$ cat src/rtl/psat_pkg.sv
package psat_pkg;
  localparam int unsigned DATA_W    = 64;
  localparam int unsigned BYTE_W    = 8;
  localparam int unsigned NUM_BYTES = DATA_W / BYTE_W;

  typedef enum logic [1:0] {
    LANE_B8   = 2'd0,
    LANE_B16  = 2'd1,
    LANE_B32  = 2'd2,
    LANE_RSVD = 2'd3
  } lane_e;

  typedef enum logic [1:0] {
    ARITH_WRAP = 2'd0,
    ARITH_SSAT = 2'd1,
    ARITH_USAT = 2'd2,
    ARITH_RSVD = 2'd3
  } arith_e;

  typedef enum logic [1:0] {
    CMP_OFF  = 2'd0,
    CMP_EQ   = 2'd1,
    CMP_GT   = 2'd2,
    CMP_RSVD = 2'd3
  } cmp_e;

  // per-byte copy of the flags of the lane the byte belongs to
  typedef struct packed {
    logic cout;  // unsigned carry out of lane top
    logic ovf;   // signed overflow at lane top
    logic neg;   // sign bit of raw lane sum
    logic zero;  // whole raw lane sum is zero
    logic top;   // this byte holds the lane sign
  } lane_flags_t;
endpackage

$ cat src/rtl/psat_seg_adder.sv
module psat_seg_adder #(
  parameter int unsigned NB     = psat_pkg::NUM_BYTES,
  parameter int unsigned BYTE_W = psat_pkg::BYTE_W
) (
  input  logic [NB*BYTE_W-1:0] a_i,
  input  logic [NB*BYTE_W-1:0] b_i,
  input  logic                 sub_i,
  input  logic [NB-1:1]        seg_start_i,
  output logic [NB*BYTE_W-1:0] sum_o,
  output logic [NB-1:0]        cout_o,
  output logic [NB-1:0]        ovf_o
);
  for (genvar g = 0; g < NB; g++) begin : g_byte
    logic [BYTE_W-1:0] op_a, op_b;
    logic              cin;
    logic [BYTE_W:0]   tot;

    assign op_a = a_i[g*BYTE_W +: BYTE_W];
    assign op_b = b_i[g*BYTE_W +: BYTE_W] ^ {BYTE_W{sub_i}};

    if (g == 0) begin : g_first
      assign cin = sub_i;
    end else begin : g_chain
      // cut the chain at a lane start; inject the subtract +1 there
      assign cin = seg_start_i[g] ? sub_i : cout_o[g-1];
    end

    assign tot = {1'b0, op_a} + {1'b0, op_b} + {{BYTE_W{1'b0}}, cin};
    assign sum_o[g*BYTE_W +: BYTE_W] = tot[BYTE_W-1:0];
    assign cout_o[g] = tot[BYTE_W];
    assign ovf_o[g]  = (op_a[BYTE_W-1] == op_b[BYTE_W-1]) &&
                       (tot[BYTE_W-1] != op_a[BYTE_W-1]);
  end
endmodule

$ cat src/rtl/psat_lane_ctl.sv
module psat_lane_ctl
  import psat_pkg::*;
#(
  parameter int unsigned NB     = psat_pkg::NUM_BYTES,
  parameter int unsigned BYTE_W = psat_pkg::BYTE_W
) (
  input  lane_e                 lane_i,
  input  logic [NB*BYTE_W-1:0]  sum_i,
  input  logic [NB-1:0]         cout_i,
  input  logic [NB-1:0]         ovf_i,
  output logic [NB-1:1]         seg_start_o,
  output lane_flags_t [NB-1:0]  flags_o
);
  localparam int unsigned IDX_W = (NB > 1) ? $clog2(NB) : 1;

  logic [IDX_W-1:0] span_m;
  logic [NB-1:0]    byte_zero;

  always_comb begin
    unique case (lane_i)
      LANE_B8:  span_m = IDX_W'(0);
      LANE_B16: span_m = IDX_W'(1);
      default:  span_m = IDX_W'(3);
    endcase
  end

  for (genvar g = 0; g < NB; g++) begin : g_zero
    assign byte_zero[g] = ~|sum_i[g*BYTE_W +: BYTE_W];
  end

  for (genvar g = 0; g < NB; g++) begin : g_flags
    logic [IDX_W-1:0] my_idx, top_idx, base_idx;
    logic             lane_zero;

    assign my_idx   = IDX_W'(g);
    assign top_idx  = my_idx | span_m;
    assign base_idx = my_idx & ~span_m;

    if (g > 0) begin : g_start
      assign seg_start_o[g] = ((my_idx & span_m) == '0);
    end

    always_comb begin
      lane_zero = 1'b1;
      for (int j = 0; j < int'(NB); j++) begin
        if ((IDX_W'(j) >= base_idx) && (IDX_W'(j) <= top_idx))
          lane_zero = lane_zero & byte_zero[j];
      end
    end

    assign flags_o[g].cout = cout_i[top_idx];
    assign flags_o[g].ovf  = ovf_i[top_idx];
    assign flags_o[g].neg  = sum_i[top_idx*BYTE_W + BYTE_W - 1];
    assign flags_o[g].zero = lane_zero;
    assign flags_o[g].top  = (my_idx == top_idx);
  end
endmodule

$ cat src/rtl/psat_byte_mux.sv
module psat_byte_mux
  import psat_pkg::*;
#(
  parameter int unsigned NB     = psat_pkg::NUM_BYTES,
  parameter int unsigned BYTE_W = psat_pkg::BYTE_W
) (
  input  logic [NB*BYTE_W-1:0]  sum_i,
  input  lane_flags_t [NB-1:0]  flags_i,
  input  arith_e                mode_i,
  input  logic                  sub_i,
  input  cmp_e                  cmp_i,
  output logic [NB*BYTE_W-1:0]  res_o
);
  localparam logic [BYTE_W-1:0] ONES   = {BYTE_W{1'b1}};
  localparam logic [BYTE_W-1:0] POS_HI = {1'b0, {(BYTE_W-1){1'b1}}};
  localparam logic [BYTE_W-1:0] NEG_HI = {1'b1, {(BYTE_W-1){1'b0}}};

  for (genvar g = 0; g < NB; g++) begin : g_byte
    lane_flags_t       f;
    logic              gt;
    logic [BYTE_W-1:0] raw, res;

    assign f   = flags_i[g];
    assign raw = sum_i[g*BYTE_W +: BYTE_W];
    // A-B computed: A<B iff sign xor overflow
    assign gt  = ~(f.neg ^ f.ovf) & ~f.zero;

    always_comb begin
      res = raw;
      unique case (cmp_i)
        CMP_EQ: res = {BYTE_W{f.zero}};
        CMP_GT: res = {BYTE_W{gt}};
        default: begin
          unique case (mode_i)
            ARITH_SSAT: begin
              // overflow with negative raw sign means the true result was positive
              if (f.ovf) res = f.neg ? (f.top ? POS_HI : ONES)
                                     : (f.top ? NEG_HI : '0);
            end
            ARITH_USAT: begin
              if (!sub_i && f.cout)     res = ONES;
              else if (sub_i && !f.cout) res = '0;
            end
            default: res = raw;
          endcase
        end
      endcase
    end

    assign res_o[g*BYTE_W +: BYTE_W] = res;
  end
endmodule

$ cat src/rtl/psat_addsub_unit.sv
module psat_addsub_unit
  import psat_pkg::*;
#(
  parameter int unsigned DATA_W = psat_pkg::DATA_W
) (
  input  logic              clk_i,
  input  logic              rst_ni,
  input  logic [DATA_W-1:0] a_i,
  input  logic [DATA_W-1:0] b_i,
  input  logic [1:0]        lane_sel_i,
  input  logic              sub_i,
  input  logic [1:0]        mode_i,
  input  logic [1:0]        cmp_i,
  output logic [DATA_W-1:0] result_o
);
  localparam int unsigned NB = DATA_W / psat_pkg::BYTE_W;

  lane_e                lane;
  arith_e               mode_eff;
  cmp_e                 cmp;
  logic                 sub_eff;
  logic [NB-1:1]        seg_start;
  logic [DATA_W-1:0]    sum;
  logic [NB-1:0]        cout_b, ovf_b;
  lane_flags_t [NB-1:0] flags;
  logic [DATA_W-1:0]    res_d, res_q;

  assign lane    = lane_e'(lane_sel_i);
  assign cmp     = cmp_e'(cmp_i);
  // compares run the subtractor
  assign sub_eff = sub_i | (cmp == CMP_EQ) | (cmp == CMP_GT);

  always_comb begin
    mode_eff = arith_e'(mode_i);
    if (mode_eff == ARITH_RSVD || !(lane == LANE_B8 || lane == LANE_B16))
      mode_eff = ARITH_WRAP;
  end

  psat_seg_adder #(.NB(NB)) u_adder (
    .a_i         (a_i),
    .b_i         (b_i),
    .sub_i       (sub_eff),
    .seg_start_i (seg_start),
    .sum_o       (sum),
    .cout_o      (cout_b),
    .ovf_o       (ovf_b)
  );

  psat_lane_ctl #(.NB(NB)) u_lane (
    .lane_i      (lane),
    .sum_i       (sum),
    .cout_i      (cout_b),
    .ovf_i       (ovf_b),
    .seg_start_o (seg_start),
    .flags_o     (flags)
  );

  psat_byte_mux #(.NB(NB)) u_mux (
    .sum_i   (sum),
    .flags_i (flags),
    .mode_i  (mode_eff),
    .sub_i   (sub_i),
    .cmp_i   (cmp),
    .res_o   (res_d)
  );

  always_ff @(posedge clk_i or negedge rst_ni) begin
    if (!rst_ni) res_q <= '0;
    else         res_q <= res_d;
  end

  assign result_o = res_q;
endmodule

$ cat config.mk
export PLATFORM = sky130hd
export DESIGN_NAME = psat_addsub_unit
export DESIGN_NICKNAME = d
export VERILOG_FILES = /design/src/rtl/psat_pkg.sv /design/src/rtl/psat_seg_adder.sv /design/src/rtl/psat_lane_ctl.sv /design/src/rtl/psat_byte_mux.sv /design/src/rtl/psat_addsub_unit.sv
export SDC_FILE = /design/constraint.sdc
export NUM_CORES = 1
export LEC_CHECK = 0
export BUFFER_PORTS_ARGS = -buffer_cell sky130_fd_sc_hd__clkbuf_2
export CAP_MARGIN = 20
export CORE_MARGIN = 5
export CORE_UTILIZATION = 46
export CTS_BUF_LIST = sky130_fd_sc_hd__clkbuf_4
export DETAILED_ROUTE_END_ITERATION = 6
export GPL_TIMING_DRIVEN = 0
export HOLD_SLACK_MARGIN = 0.15
export PLACE_DENSITY = 0.7
export SLEW_MARGIN = 0
export SYNTH_ARGS = -nofsm -noshare
export SYNTH_HDL_FRONTEND = slang
export SYNTH_SLANG_ARGS = --single-unit
$ cat constraint.sdc
create_clock -name clk_i -period 0.8 [get_ports clk_i]
set_input_delay 0.16 -clock clk_i [delete_from_list [all_inputs] [get_ports clk_i]]
set_output_delay 0.16 -clock clk_i [all_outputs]
set_load 0.005 [all_outputs]
==> results of run 1 <==
[timing repair]
action | CTS | global route
endpoints found under the setup margin | 128 | 161
hold endpoints to repair | 66 | 20
setup buffers | 117 | 29
pin swaps | 83 | 47
resized for setup | 90 | 76
[logic make-up after synthesis]
kind of cell | share of synthesized area (%)
AO/OA/AOI/OAI | 33.3
XOR/XNOR | 9.31
adder cells (fa/ha/maj) | 13.3
multiplexers | 2.23
AND/OR/NAND/NOR | 18.6
flip-flops | 19.6
buffers and inverters | 3.69
[worst max-delay path: cells and delay by family]
kind                       cells  cell delay (ns)
buffers and inverters          5             0.51
AOI/OAI and AO/OA             19             3.52
xor gates and xnor gates       2             0.29
and+or+nand+nor                7             1.13
adders and majority gates      8             2.95
[area by class of cell]
class	instances	area, um^2
inverters	40	153
fillers	1424	5540
multi-input cells	878	7200
clock inverters	7	28.8
diodes	1	2.50
repair buffers	343	2270
plain buffers	32	218
well taps	225	282
flip-flops and latches	64	1600
clock buffers	9	67.6
[metrics by stage]
step	hold WS, ns	setup slack [ns]	util (%)
floorplan	-0.136	-7.45	-
global placement	0.561	-8.82	57.0
detailed placement	0.141	-8.88	57.1
CTS	0.0915	-7.59	65.7
global route	0.107	-7.69	68.1
finish	0.0952	-7.42	68.1
[power groups by stage]
stage	Combinational [mW]	Clock [mW]	Sequential, mW
floorplan	8.00	0	4.43
global placement	11.3	0	4.37
detailed placement	11.4	0	4.37
CTS	13.8	1.89	4.31
global route	16.3	2.06	4.37
finish	15.1	1.87	4.30
[per-layer routing]
metal | vias up | GRT usage [%]
met3 | 106 | 6.66
met5 | - | 0
li1 | 4510 | -
met1 | 4615 | 38.8
met4 | 0 | 11.1
met2 | 530 | 45.6
[Yosys cell counts, types with 8 or more instances]
cell	n	area [um^2]
a211o_1	12	105
a211oi_1	17	128
a21o_1	20	150
a21oi_1	84	420
and2_1	11	68.8
clkbuf_1	34	128
dfrtp_1	64	1600
fa_1	16	320
ha_1	60	751
inv_1	40	150
nand2_1	69	259
nand2b_1	15	93.8
nand3_1	14	70.1
nor2_1	90	338
nor2b_1	14	87.6
nor3_1	22	110
o211ai_1	34	255
o21a_1	14	105
o21ai_0	90	450
o21bai_1	12	90.1
o221ai_1	8	70.1
or2_2	15	93.8
or3_1	15	93.8
xnor2_1	72	631
xor2_1	15	131
[how the worst max path moves through the flow]
stage | to | slack, ns | cells past startpoint
final | result_o[43]$_DFF_PN0_ | -7.42 | 41
after global routing | result_o[46]$_DFF_PN0_ | -7.69 | 41
after CTS | result_o[40]$_DFF_PN0_ | -7.59 | 41
after detailed placement | result_o[27]$_DFF_PN0_ | -8.88 | 40
after global placement | result_o[24]$_DFF_PN0_ | -8.82 | 40
after floorplan | result_o[10]$_DFF_PN0_ | -7.45 | 40
==> results.tsv, run 1 <==
stage	metric	value	unit
status	outcome	complete, but fails checks	
status	failing checks	DRC, setup timing	
place	dpl cells	1445	
power_and_ir_drop	Power, Total	21.2	mW
critical_path	worst setup path start	cmp_i[0]	
timing	Fmax	122	MHz
clock_tree	clock tree sinks	64	
clock_tree	hold_buf cts	1	
detailed_routing	drt pass-1 iters	7	
timing	RSZ-0062 raised after global routing	yes	
critical_path	CP required	1.18	ns
critical_path	CP arrival	8.60	ns
synthesis	Post-synth EDFFs	0	
power_and_ir_drop	Psw	9.57	mW
synthesis	Avg Cell Area, Syn	8.01	um^2
final_layout	most common cell after layout, fill and taps aside	clkbuf_2	
critical_path	critical-path maximum fanout	7	
critical_path	critical path class	input port to register	
grt	all-layer global routing usage	28.9	%
synthesis	Seq/Total Area, Yosys	19.6	%
grt	number of global-route vias before repair	9277	
power_and_ir_drop	Power Internal	11.7	mW
timing	Final TNS setup	-486.95	ns
power_and_ir_drop	Max VDD drop	0.890	mV
power_and_ir_drop	Clock Power Share	8.8	%
final_layout	layout cell share with drive strength beyond 1	39.8	%
detailed_routing	# DRC	1	
synthesis	Seq cells post-synth	64	
synthesis	main flop type after synthesis	dfrtp_1	
detailed_routing	wire per inst	19.8	um
detailed_routing	wire length on met1	12.8	mm
timing	max-slew violation count	0	
clock_tree	Root Driver	clkbuf_4	
synthesis	FFs w/ async S/R, synth	100	%
detailed_routing	Routed Antenna Nets	0	
final_layout	Final Non-Filler Cells	1599	
detailed_routing	via count of the routed design	9761	
floorplanning	DIE WIDTH	143	um
detailed_routing	number of DRC markers in iteration 0	799	
floorplanning	Initial Util	47.1	%
synthesis	syn_nets	1234	
final_layout	most frequent cells in the layout	clkbuf_2, buf_4, nor2_1	
floorplanning	die area	0.0206	mm^2
timing	final hold violations	0	
timing	Slew headroom	24.9	%
timing	final setup violation count	128	
clock_tree	Longest Clk Path Bufs	2	
synthesis	Distinct cells, synth	89	
final_layout	Synth-to-Final Area Change	44.5	%
power_and_ir_drop	pwr/cell area	1800	mW/mm^2
power_and_ir_drop	part of the power in registers	20.3	%
critical_path	startpoint types	input port	
grt	largest net degree at the start of global routing	40	
power_and_ir_drop	Sw Share	45.0	%
detailed_routing	Final Routed Wirelength	31.6	mm
timing	Setup WS post-layout	-7.42	ns
detailed_routing	met3 wire length	3.18	mm
synthesis	Post-Syn Area	0.00818	mm^2
critical_path	slowest stage cell, crit path	fa_2	
clock_tree	CTS tree	done	
grt	initial antenna violation count	1	
floorplanning	row count	48	
critical_path	max incr delay on CP	0.48	ns
timing	Tmin final	8.22	ns
clock_tree	Reg clk slew, reported paths	0.12	ns
final_layout	flip-flop count of the largest register after layout	64	
timing	Final period util	1030	%
final_layout	nets	1581	
run	Max-cap violations	0	
floorplanning	Chip Height	143	um
worst_hold_path	HP Class	input port to asynchronous set/reset pin	
floorplanning	Top Ports	201	
place	Post-Place Cell Area	0.00992	mm^2
detailed_routing	DR vias/cell	6.10	
place	IO Port Bufs	198	
synthesis	YS warnings	0	
detailed_routing	highest metal used	met4	
power_and_ir_drop	P_leak	5.34	nW
timing	Least-Margin Pin Slew	1.12	ns
grt	first-pass GRT wire length	47.5	mm
place	Post-DP HPWL	21.7	mm
clock_tree	CTS Buf Count	9	
final_layout	final instance area	0.0118	mm^2
power_and_ir_drop	Comb power frac	70.9	%
clock_tree	H-tree depth	3	
synthesis	Cells after Synth	1021	
detailed_routing	wire length on met2	14.3	mm
grt	GRT overflow	0	
floorplanning	Core ar.	0.0174	mm^2
critical_path	Worst Setup End Kind	register	
place	GPL Wtd Cong	0.922	
critical_path	Critical Path Most Common Cell	fa_2	
(Power assumes the default switching activity.)
==> run 2: changes to the inputs <==
--- a/config.mk
+++ b/config.mk
@@ -6,5 +6,5 @@
 export NUM_CORES = 1
 export LEC_CHECK = 0
-export BUFFER_PORTS_ARGS = -buffer_cell sky130_fd_sc_hd__clkbuf_2
+export BUFFER_PORTS_ARGS = -buffer_cell sky130_fd_sc_hd__buf_4
 export CAP_MARGIN = 20
 export CORE_MARGIN = 5
==> constraint.sdc (replaced) <==
create_clock -name clk_i -period 0.8 [get_ports clk_i]
set_input_delay 0.12 -clock clk_i [delete_from_list [all_inputs] [get_ports clk_i]]
set_output_delay 0.12 -clock clk_i [all_outputs]
set_load 0.005 [all_outputs]
==> results.tsv, run 2 (same netlist as run 1, synthesis figures left out) <==
stage	metric	value	unit	change
status	outcome	complete, but fails checks		
status	failing checks	DRC, hold timing, setup timing		
critical_path	CP arrival	8.52	ns	-0.08 ns
detailed_routing	# DRC	7		+6
timing	final setup violation count	128		unchanged
floorplanning	Chip Height	143	um	unchanged
clock_tree	clock tree sinks	64		unchanged
final_layout	most common cell after layout, fill and taps aside	buf_4		
final_layout	final instance area	0.0126	mm^2	+7.0%
clock_tree	CTS tree	done		
final_layout	nets	1561		-1.3%
floorplanning	DIE WIDTH	143	um	unchanged
power_and_ir_drop	pwr/cell area	1820	mW/mm^2	+1.4%
place	Post-Place Cell Area	0.0104	mm^2	+4.8%
timing	RSZ-0062 raised after global routing	yes		
final_layout	flip-flop count of the largest register after layout	64		unchanged
critical_path	worst setup path start	cmp_i[0]		
critical_path	CP required	1.18	ns	about the same
final_layout	Synth-to-Final Area Change	54.6	%	
timing	Slew headroom	23.0	%	-1.8 points
timing	max-slew violation count	0		unchanged
timing	Setup WS post-layout	-7.34	ns	+0.0774 ns
critical_path	CP bufs+invs	6		+1
worst_hold_path	HP Class	input port to asynchronous set/reset pin		
timing	Least-Margin Pin Slew	1.15	ns	+0.0291 ns
clock_tree	Longest Clk Path Bufs	2		unchanged
detailed_routing	drt pass-1 iters	7		unchanged
floorplanning	Initial Util	47.1	%	unchanged
timing	WHS	-0.260	ns	-0.356 ns
detailed_routing	DR vias/cell	6.17		+1.1%
clock_tree	Reg clk slew, reported paths	0.12	ns	about the same
place	Post-DP HPWL	21.8	mm	+0.47%
detailed_routing	wire per inst	20.1	um	+1.8%
floorplanning	die area	0.0206	mm^2	unchanged
floorplanning	Core ar.	0.0174	mm^2	unchanged
timing	final hold violations	64		+64
detailed_routing	Final Routed Wirelength	31.8	mm	+0.57%
grt	all-layer global routing usage	28.9	%	about the same
critical_path	critical path class	input port to register		
final_layout	most frequent cells in the layout	buf_4, buf_6, nor2_1		
detailed_routing	Routed Antenna Nets	0		unchanged
grt	GRT busiest layer	met2		
grt	number of global-route vias before repair	9090		-2.0%
power_and_ir_drop	Max VDD drop	1.02	mV	+14%
critical_path	Critical Path Most Common Cell	fa_2		
grt	GRT met1 Usage	38.8	%	about the same
grt	GR Util met2	47.3	%	+1.7 points
timing	Final period util	1020	%	-9.7 points
grt	first-pass GRT wire length	47.3	mm	-0.35%
final_layout	layout cell share with drive strength beyond 1	40.0	%	+0.15 points
power_and_ir_drop	P_leak	5.51	nW	+3.1%
grt	initial antenna violation count	1		unchanged
critical_path	startpoint types	input port		
grt	GRT overflow	0		unchanged
critical_path	CP Capture Point	result_o[46]$_DFF_PN0_		
clock_tree	CTS Buf Count	9		unchanged
clock_tree	H-tree depth	3		unchanged
detailed_routing	number of DRC markers in iteration 0	905		+13%
critical_path	critical-path maximum fanout	7		unchanged
timing	Tmin final	8.14	ns	-0.0774 ns
floorplanning	Top Ports	201		unchanged
floorplanning	row count	48		unchanged
critical_path	max incr delay on CP	0.44	ns	-0.04 ns
detailed_routing	via count of the routed design	9746		-0.15%
place	IO Port Bufs	198		unchanged
timing	Fmax	123	MHz	+0.95%
place	GPL Wtd Cong	0.934		+1.4%
critical_path	CP delay by family, top	compound AO/OA/AOI/OAI gates		
run	Max-cap violations	0		unchanged
critical_path	Worst Setup End Kind	register		
grt	largest net degree at the start of global routing	65		+63%
grt	routing usage on met3	5.06	%	-1.6 points
critical_path	critical path depth	42		+2.4%
clock_tree	Root Driver	clkbuf_4		
final_layout	fin util	72.8	%	+4.7 points
critical_path	slowest stage cell, crit path	fa_1		
[run 2: cell types whose count changed in the layout (fill, tap and decap cells not counted), sizes merged]
cell,previous run,this run
buf,149,325
clkinv,7,5
clkbuf,234,39
dlygate4sd3,1,0
bufinv,0,1
clkinvlp,0,1
[run 2: stage by stage]
stage	total power, mW	setup TNS, ns	worst slack [ns]	cells
3_5_place_dp	16.4	-546.02	-8.76	1444
3_3_place_gp	16.3	-546.05	-8.75	1444
4_1_cts	21.3	-489.59	-7.52	1551
6_report	23.1	-480.35	-7.34	1579
2_1_floorplan	12.4	-453.05	-7.41	1021
5_1_grt	24.4	-498.98	-7.60	1579
[run 2: cell type report]
type,count,area (um^2)
timing repair buffer,320,2810
antenna,1,2.50
fill,1312,4710
sequential,64,1600
clock inverter,7,62.6
inverter,40,155
multi-input combinational,878,7370
tap,225,282
buffer,35,289
clock buffer,9,67.6
[run 2: what timing repair did]
action,CTS,global route
pin swaps,83,56
endpoints found under the hold margin,71,70
setup endpoints to repair,128,128
setup buffers,95,32
resized for setup,165,93
[run 2: power breakdown]
group	internal [mW]	total, mW	switching (mW)
sequential	4.04	4.45	0.410
combinational	8.17	16.4	8.20
clock	0.921	2.24	1.32
total	13.1	23.1	9.93
[run 2: layer usage]
metal	up-vias	share of wire, %
li1	4459	-
met1	4571	39
met2	579	46
met3	137	10
met4	0	3.8
met5	-	0
[run 2: how the worst min path moves through the flow]
| stage | start | end | slack [ns] | cells after the start |
|---|---|---|---|---|
| 3_5_place_dp | rst_ni | result_o[8]$_DFF_PN0_ | 0.29 | 1 |
| 5_1_grt | rst_ni | result_o[12]$_DFF_PN0_ | -0.19 | 1 |
| 2_1_floorplan | rst_ni | result_o[0]$_DFF_PN0_ | -0.18 | 0 |
| 4_1_cts | rst_ni | result_o[8]$_DFF_PN0_ | -0.23 | 1 |
| 6_report | rst_ni | result_o[8]$_DFF_PN0_ | -0.26 | 1 |
| 3_3_place_gp | rst_ni | result_o[12]$_DFF_PN0_ | 0.29 | 1 |
